==> config.mk <==
export PLATFORM = sky130hd
export DESIGN_NAME = adcseq_top
export DESIGN_NICKNAME = d
export VERILOG_FILES = /design/src/rtl/adcseq_pkg.sv /design/src/rtl/adcseq_sync.sv /design/src/rtl/adcseq_timer.sv /design/src/rtl/adcseq_fsm.sv /design/src/rtl/adcseq_loader.sv /design/src/rtl/adcseq_top.sv
export SDC_FILE = /design/constraint.sdc
export NUM_CORES = 1
export LEC_CHECK = 0
export BUFFER_PORTS_ARGS = -buffer_cell sky130_fd_sc_hd__buf_2
export CAP_MARGIN = 20
export CORE_ASPECT_RATIO = 0.9
export CORE_MARGIN = 2
export CORE_UTILIZATION = 49
export DETAILED_ROUTE_END_ITERATION = 6
export GPL_TIMING_DRIVEN = 0
export MAX_ROUTING_LAYER = met4
export PLACE_DENSITY = 0.78
export SLEW_MARGIN = 20
export SYNTH_ARGS = -nofsm -noshare
export SYNTH_HDL_FRONTEND = slang
export SYNTH_SLANG_ARGS = --single-unit
==> constraint.sdc <==
create_clock -name clk -period 1.89 [get_ports clk]
set_input_delay 0.567 -clock clk [delete_from_list [all_inputs] [get_ports clk]]
set_output_delay 0.567 -clock clk [all_outputs]
set_load 0.1 [all_outputs]
==> src/rtl/adcseq_pkg.sv <==
package adcseq_pkg;

    typedef enum logic [1:0] {
        PWR_OFF  = 2'd0,
        PWR_WARM = 2'd1,
        PWR_ON   = 2'd2
    } pwr_e;

    typedef enum logic [1:0] {
        SQ_OFF,
        SQ_WARM,
        SQ_READY,
        SQ_CONV
    } seq_e;

    typedef struct packed {
        logic level;
        logic rise;
        logic fall;
    } cnv_evt_t;

    function automatic int unsigned max_u(input int unsigned a, input int unsigned b);
        return (a > b) ? a : b;
    endfunction

    // bits needed to hold values 0 .. n-1
    function automatic int unsigned cnt_bits(input int unsigned n);
        return (n < 2) ? 1 : $clog2(n);
    endfunction

    function automatic pwr_e pwr_of(input seq_e s);
        case (s)
            SQ_OFF:  return PWR_OFF;
            SQ_WARM: return PWR_WARM;
            default: return PWR_ON;
        endcase
    endfunction

endpackage

==> src/rtl/adcseq_sync.sv <==
module adcseq_sync
    import adcseq_pkg::*;
#(
    parameter int unsigned STAGES = 2
) (
    input  logic     clk,
    input  logic     rst,
    input  logic     async_in,
    output cnv_evt_t evt
);

    logic [STAGES-1:0] chain;
    logic              prev;

    always_ff @(posedge clk) begin
        if (rst) begin
            chain <= '0;
            prev  <= 1'b0;
        end else begin
            chain[0] <= async_in;
            for (int i = 1; i < STAGES; i++) begin
                chain[i] <= chain[i-1];
            end
            prev <= chain[STAGES-1];
        end
    end

    always_comb begin
        evt.level = chain[STAGES-1];
        evt.rise  = chain[STAGES-1] & ~prev;
        evt.fall  = ~chain[STAGES-1] & prev;
    end

endmodule

==> src/rtl/adcseq_timer.sv <==
module adcseq_timer #(
    parameter int unsigned W = 4
) (
    input  logic         clk,
    input  logic         rst,
    input  logic         load,
    input  logic [W-1:0] load_val,
    output logic         expired
);

    logic [W-1:0] cnt;

    always_ff @(posedge clk) begin
        if (rst) begin
            cnt <= '0;
        end else if (load) begin
            cnt <= load_val;
        end else if (cnt != '0) begin
            cnt <= cnt - 1'b1;
        end
    end

    assign expired = (cnt == '0);

endmodule

==> src/rtl/adcseq_fsm.sv <==
module adcseq_fsm
    import adcseq_pkg::*;
#(
    parameter int unsigned PWRUP_CYC = 75,
    parameter int unsigned CONV_CYC  = 115,
    parameter int unsigned CNT_W     = 7
) (
    input  logic             clk,
    input  logic             rst,
    input  cnv_evt_t         evt,
    input  logic             cfg_we,
    input  logic             cfg_pwr_on,
    input  logic             t_zero,
    output logic             t_load,
    output logic [CNT_W-1:0] t_val,
    output seq_e             state,
    output logic             done
);

    localparam logic [CNT_W-1:0] PWRUP_LOAD = CNT_W'(PWRUP_CYC - 1);
    localparam logic [CNT_W-1:0] CONV_LOAD  = CNT_W'(CONV_CYC - 1);

    seq_e nxt;
    logic pend, pend_nxt;
    logic cfg_ok, cfg_nxt;
    logic wake_cmd;

    assign wake_cmd = cfg_we & cfg_pwr_on;

    always_comb begin
        nxt      = state;
        t_load   = 1'b0;
        t_val    = CONV_LOAD;
        pend_nxt = pend;
        cfg_nxt  = cfg_ok | wake_cmd;
        done     = 1'b0;
        case (state)
            SQ_OFF: begin
                if (wake_cmd || (cfg_ok && evt.rise)) begin
                    nxt      = SQ_WARM;
                    t_load   = 1'b1;
                    t_val    = PWRUP_LOAD;
                    pend_nxt = 1'b0;
                end
            end
            SQ_WARM: begin
                if (evt.fall) begin
                    pend_nxt = 1'b1;
                end
                if (t_zero) begin
                    pend_nxt = 1'b0;
                    if (pend || evt.fall) begin
                        nxt    = SQ_CONV;
                        t_load = 1'b1;
                    end else begin
                        nxt = SQ_READY;
                    end
                end
            end
            SQ_READY: begin
                if (evt.fall) begin
                    nxt    = SQ_CONV;
                    t_load = 1'b1;
                end
            end
            SQ_CONV: begin
                if (t_zero) begin
                    done = 1'b1;
                    nxt  = evt.level ? SQ_READY : SQ_OFF;
                end
            end
            default: nxt = SQ_OFF;
        endcase
    end

    always_ff @(posedge clk) begin
        if (rst) begin
            state  <= SQ_OFF;
            pend   <= 1'b0;
            cfg_ok <= 1'b0;
        end else begin
            state  <= nxt;
            pend   <= pend_nxt;
            cfg_ok <= cfg_nxt;
        end
    end

endmodule

==> src/rtl/adcseq_loader.sv <==
module adcseq_loader #(
    parameter int unsigned DATA_W = 10
) (
    input  logic              clk,
    input  logic              rst,
    input  logic              done,
    input  logic              rd_active,
    input  logic [DATA_W-1:0] sample_in,
    output logic              load_strobe,
    output logic [DATA_W-1:0] load_data
);

    logic              pend;
    logic [DATA_W-1:0] held;

    always_ff @(posedge clk) begin
        if (rst) begin
            pend        <= 1'b0;
            held        <= '0;
            load_strobe <= 1'b0;
            load_data   <= '0;
        end else begin
            load_strobe <= 1'b0;
            if (done) begin
                if (!rd_active) begin
                    load_strobe <= 1'b1;
                    load_data   <= sample_in;
                    pend        <= 1'b0;
                end else begin
                    held <= sample_in;
                    pend <= 1'b1;
                end
            end else if (pend && !rd_active) begin
                load_strobe <= 1'b1;
                load_data   <= held;
                pend        <= 1'b0;
            end
        end
    end

endmodule

==> src/rtl/adcseq_top.sv <==
module adcseq_top
    import adcseq_pkg::*;
#(
    parameter int unsigned PWRUP_CYC   = 75,
    parameter int unsigned CONV_CYC    = 115,
    parameter int unsigned DATA_W      = 10,
    parameter int unsigned SYNC_STAGES = 2
) (
    input  logic              clk,
    input  logic              rst,
    input  logic              cfg_we,
    input  logic              cfg_pwr_on,
    input  logic              cnv_start,
    input  logic              rd_active,
    input  logic [DATA_W-1:0] sample_in,
    output logic              busy,
    output logic [1:0]        pwr_state,
    output logic              load_strobe,
    output logic [DATA_W-1:0] load_data
);

    localparam int unsigned CNT_W = cnt_bits(max_u(PWRUP_CYC, CONV_CYC));

    cnv_evt_t         evt;
    logic             cnv_lvl;
    logic             t_load;
    logic [CNT_W-1:0] t_val;
    logic             t_zero;
    seq_e             state;
    logic             done;

    adcseq_sync #(.STAGES(SYNC_STAGES)) u_sync (
        .clk      (clk),
        .rst      (rst),
        .async_in (cnv_start),
        .evt      (evt)
    );

    assign cnv_lvl = evt.level;

    adcseq_timer #(.W(CNT_W)) u_timer (
        .clk      (clk),
        .rst      (rst),
        .load     (t_load),
        .load_val (t_val),
        .expired  (t_zero)
    );

    adcseq_fsm #(
        .PWRUP_CYC (PWRUP_CYC),
        .CONV_CYC  (CONV_CYC),
        .CNT_W     (CNT_W)
    ) u_fsm (
        .clk        (clk),
        .rst        (rst),
        .evt        (evt),
        .cfg_we     (cfg_we),
        .cfg_pwr_on (cfg_pwr_on),
        .t_zero     (t_zero),
        .t_load     (t_load),
        .t_val      (t_val),
        .state      (state),
        .done       (done)
    );

    adcseq_loader #(.DATA_W(DATA_W)) u_loader (
        .clk         (clk),
        .rst         (rst),
        .done        (done),
        .rd_active   (rd_active),
        .sample_in   (sample_in),
        .load_strobe (load_strobe),
        .load_data   (load_data)
    );

    assign busy      = (state == SQ_CONV);
    assign pwr_state = pwr_of(state);

endmodule

# Word level (Yosys, flattened, before mapping)
# Cells that the tools add are included.
[op_classes]
n_mux = 32
bitwise = 6
n_addsub = 1
n_reduce_logical = 15
n_eq_ne = 9
[ops]
columns = ["op", "n"]
rows = [
  ["10-bit 2-to-1 mux", 3],
  ["7-bit 2-to-1 mux", 3],
  ["1-bit 2-to-1 mux", 16],
  ["2-bit 2-to-1 mux", 5],
  ["2-bit case mux with 4 select lines", 1],
  ["7-bit logical NOT", 1],
  ["7-bit nonzero test", 1],
  ["7-bit by 1-bit subtractor with 7-bit output, second input constant", 1],
  ["6-bit 2-to-1 mux", 1],
  ["2-bit by 1-bit != test with 1-bit output, second input constant", 3],
  ["2-bit nonzero test", 3],
  ["2-bit == test, second input constant", 2],
  ["2-bit != test, second input constant", 2],
  ["2-bit case mux with 2 select lines", 1],
  ["2-bit AND reduction", 2],
  ["4-bit AND reduction", 1],
  ["1-bit AND", 3],
  ["3-bit by 2-bit != test with 1-bit output, second input constant", 1],
  ["1-bit case mux with 3 select lines", 1],
  ["3-bit AND reduction", 1],
  ["2-bit by 1-bit == test with 1-bit output, second input constant", 1],
  ["1-bit logical AND", 2],
  ["2-bit logical NOT", 1],
  ["1-bit logical OR", 2],
  ["4 further kinds", 5],
]
[totals]
out_inout_bits = 14
word_cells = 73
reg_bits = 36

# Longest topological paths before layout
[depth]
ltp_word = 7
depth_mapped = 7
mapped_depth_nobuf = 6

# By module
# A second synthesis with hierarchy kept.
[hier_totals]
hier_cells = 187
hier_area_um2 = 1755.4
[modules_own_cells]
columns = ["mod", "seq_area_each_um2", "cells_per_inst", "area_per_inst_um2", "n_inst"]
rows = [
  ["adcseq_loader", 440.4, 95, 965.9, 1],
  ["adcseq_timer", 140.1, 47, 399.1, 1],
  ["adcseq_fsm", 80.1, 33, 275.3, 1],
  ["adcseq_sync", 60.1, 9, 98.8, 1],
  ["adcseq_top", 0.0, 3, 16.3, 1],
]

# Worst setup path after synthesis
# Ideal clock, no wire load.
[synth_path]
kind = "flip-flop to output port"
startpoint = "register u_fsm.state[0]"
endpoint = "output pwr_state[0]"
path_slack_ns = -0.640
required_time_ns = 1.323
n_path_buf = 1
stages_incl_launch_ff = 3
t_arrival_ns = 1.963
cell_sequence = "dfxtp_1 > clkbuf_1 > nor2b_1"
[synth_between]
elab_chain_cells = 2
elab_cells_between_ends = 3
cone_classes = "1 x eq/ne; 1 x mux; 1 x reduce/logical"
[synth_lines]
columns = ["item", "line", "text"]
rows = [
  ["from (decl)", "adcseq_fsm.sv:16", "output seq_e state,"],
  ["from (signal assigned)", "adcseq_fsm.sv:82", "state <= nxt;"],
  ["2-bit by 1-bit == test with 1-bit output / 2-bit logical NOT (equally long branches)", "adcseq_pkg.sv:32", "case (s)"],
  ["2-bit case mux with 2 select lines (*)", "adcseq_pkg.sv:32", ""],
  ["to (decl)", "adcseq_top.sv:17", "output logic [1:0] pwr_state,"],
]
# Every way passes the cells marked *; elsewhere a longest branch is shown, timed or not.

# Worst setup path after layout
[layout_path]
startpoint = "register u_fsm.state[1]"
endpoint = "output busy"
[layout_between]
elab_chain_cells = 1
[layout_lines]
columns = ["item", "line", "text"]
rows = [
  ["2-bit == test", "adcseq_top.sv:76", "assign busy = (state == SQ_CONV);"],
  ["to (decl)", "adcseq_top.sv:16", "output logic busy,"],
]
# No other way between the ends.

==> impl_metrics.yaml <==
cells_and_area:
  finalNonFillerCells: 285
  drive_gt1_share_pct: 24.1
  synthToLayoutAreaGrowth_pct: 23.1
  nets: 258
  fillers: 315
  antennaDiodeCount: 0
timing:
  fin_crit_sh_pct: 96.6
  final_hold_viol_count: 0
  rsz0062_at_grt: "false"
  slew_headroom_pct: 64.2
  fin_worst_skew_ns: 0.00503
  fmax_mhz: 548
  fin_ws_ns: 0.0639
  period_minus_slack_ns: 1.83
  slew_viol_final: 0
  tns_ns: 0
  tightest_slew_ns: 0.537
  setup-violations-final: 0
job:
  drv_cap: 0
setup_path:
  crit_chain: "nand2_1, clkinvlp_4, buf_6"
  worst-path-buf-inv: 2
  cp-start-kind: "flip-flop"
  r2r_start: "u_timer.cnt[0]$_SDFFE_PP0P_"
  end_kind: "output pin"
  max_stage_delay_ns: 0.42
  r2r_end: "u_loader.load_data[1]$_SDFFE_PP0P_"
  rrSetupSlack_ns: 0.09
  cp.required_ns: 1.32
  crit_fanout: 8
  crit_arrival_ns: 1.26
  reg2reg_depth: 7
  cp_slowest_cell: "dfxtp_2"
  crit_family: "flip-flops"
  critPathKind: "reg2out"
clock_network:
  root_buffer: "clkbuf_8"
  ctsHtreeMaxLevel: 2
  cts_tree: "built"
  cts.sinks: 36
  numCtsBuffers: 5
  ctsHoldBuffers: 0
  cts_max_path_buffers: 2
  clock_latency_ns: 0.29
  path_clk_slew_ns: 0.07
die:
  core_um2: 3350
  ios: 30
  rows: 20
  die_height_um: 59.8
  initial_core_util_pct: 50.6
  dieWidth_um: 66.1
  dieArea_um2: 3950
yosys:
  yosys-top-cells-count: "36 x dfxtp_1, 23 x nand2_1, 17 x nor2_1"
  synth_fp_nets: 217
  yosys.area.top_type_share_pct: 42.4
  yosysMostFrequentCell: "dfxtp_1"
  syn_inst: 199
  synth_flop_cell: "dfxtp_1"
  synth_edf_count: 0
  synth_area_leaders: "dfxtp_1 42%, mux2i_1 6.5%, nand2_1 5.1%"
  synth-seq-cells: 36
  ys_async_sr_fraction_pct: 0
  yosys.area.top_type: "dfxtp_1"
  yosysUniqueCellTypes: 38
  synth_area_um2: 1700
  ys_warn_count: 0
  seq_area_frac_synth_pct: 42.4
  syn_area_per_cell_um2: 8.53
placed_design:
  hpwlAfterDp_um: 2550
  place_worst_setup_slack_ns: -0.349
  numPortBuffers: 27
  gp_congestion: 0.828
  numPlacedInstances: 270
global_routing:
  grt_max_degree: 12
  overflow: 0
  grt_pass1_vias: 1279
  grt_pass1_wl_um: 5960
  grt.total_usage_pct: 21.0
  antenna_found_initial: 0
detailed_routing:
  drt_iter0_drc: 125
  vias: 1562
  drc: 0
  routed_wl_um: 3860
  drt_first_pass_iters: 6
  ant_nets: 0
  vias_per_cell: 5.48
  wl_per_cell_um: 13.5
pwr:
  vdd_drop_max_v: 0.000626
  p_leak_nw: 0.854
  powerDensity_nw_per_um2: 1180
hold_path:
  holdPathStages: 1
  min_to: "u_sync.chain[1]$_SDFF_PP0_"
  holdCritStartpoint: "u_sync.chain[0]$_SDFF_PP0_"
  hold_class: "reg2reg"
outcome:
  status: "completed"
==> layout make-up <==
cell class	instances	area (um^2)	share of cell area, %
multi-input cells	137	911	43.6
flip-flops and latches	36	722	34.5
repair buffers	34	204	9.75
clock buffers	6	82.6	3.95
inverters	14	56.3	2.69
well taps	44	55.1	2.63
plain buffers	12	50.0	2.39
clock inverters	2	10.0	0.479
==> stage by stage <==
stage                     area [um^2]  total power [mW]  hold slack [ns]  utilization [%]
after floorplan                  1710              1.59            0.414                -
after CTS                        2040              2.39            0.462             60.7
final                            2090              2.47            0.455             62.4
after global routing             2090              2.60            0.464             62.4
after global placement           1900              1.73            0.415             56.6
after detailed placement         1900              1.74            0.451             56.6
==> power by group <==
part           switching [mW]  total, mW  internal (mW)
Clock                   0.276      0.567          0.291
Sequential             0.0955      0.936          0.841
Combinational           0.535      0.967          0.433
==> layout by cell type, fill, tap and decap left out, drive strengths merged <==
cell       n
clkbuf    17
nand4      2
nor3b      4
a22oi     10
o311a      1
nor4b      1
or2        1
xor2       1
or3        1
a21o       2
xnor2      2
clkinvlp   1
o21ai      3
inv       13
a211oi     3
ha         2
o31ai      1
nand2     23
nor2b      6
mux2       2
and3b      1
buf       35
o21a       1
nor2      18
nor3       3
nand3      2
or4b       1
o22ai     11
mux2i     11
nand2b     1
a21oi     16
a311oi     1
o41ai      2
dfxtp     36
clkinv     2
nor4       3
o2111ai    1
==> worst reg2reg max path, stage by stage (launching register included) <==
cell     delay [ns]
dfxtp_1        0.33
inv_2          0.10
ha_4           0.15
or4b_4         0.51
nor4_4         0.24
buf_4          0.21
nand2_1        0.07
a21oi_1        0.12
==> how the worst max path moves through the flow <==
stage / startpoint / cells after the start / to / slack, ns
6_report: u_fsm.state[1]$_SDFFE_PP0P_ / 3 / busy / 0.06
5_1_grt: u_fsm.state[1]$_SDFFE_PP0P_ / 3 / busy / 0.008
4_1_cts: u_fsm.state[1]$_SDFFE_PP0P_ / 3 / busy / 0.00004
3_5_place_dp: u_timer.cnt[0]$_SDFFE_PP0P_ / 6 / u_loader.load_data[8]$_SDFFE_PP0P_ / -0.35
3_3_place_gp: u_timer.cnt[0]$_SDFFE_PP0P_ / 6 / u_loader.load_data[6]$_SDFFE_PP0P_ / -0.30
2_1_floorplan: u_fsm.state[1]$_SDFFE_PP0P_ / 1 / pwr_state[1] / -0.0001
==> repair_timing <==
| item | 4_1_cts | 5_1_grt |
|---|---|---|
| buffers inserted | 3 | 3 |
| cloned | 0 | 1 |
| pin swaps | 2 | 1 |
| setup endpoints to repair | 30 | 16 |
| resized for setup | 7 | 7 |
==> cell families after synthesis <==
| kind of cell | count (synthesis) | share of synthesized area, % |
|---|---|---|
| compound gates | 52 | 19.8 |
| xor+xnor | 3 | 1.55 |
| fa+ha+maj | 2 | 1.47 |
| buf+inv | 26 | 5.97 |
| flops | 36 | 42.4 |
| mux | 13 | 7.81 |
| simple gates | 67 | 20.9 |
==> registers in the layout (all words and copies together), names as in the netlist <==
signal	cells
u_loader.held	10
u_loader.load_data	10
u_timer.cnt	7
u_fsm.state	2
u_sync.chain	2
u_fsm.cfg_ok	1
u_fsm.pend	1
u_loader.load_strobe	1
u_loader.pend	1
u_sync.prev	1
==> per-layer routing <==
layer	part of all wire, %	global-route usage, %	vias up
met5	0	-	-
met4	1.4	7.29	0
met3	7.3	6.97	6
met2	44	28.0	52
met1	47	29.5	713
li1	-	-	791
No activity file was read; power rests on OpenSTA's default activity.
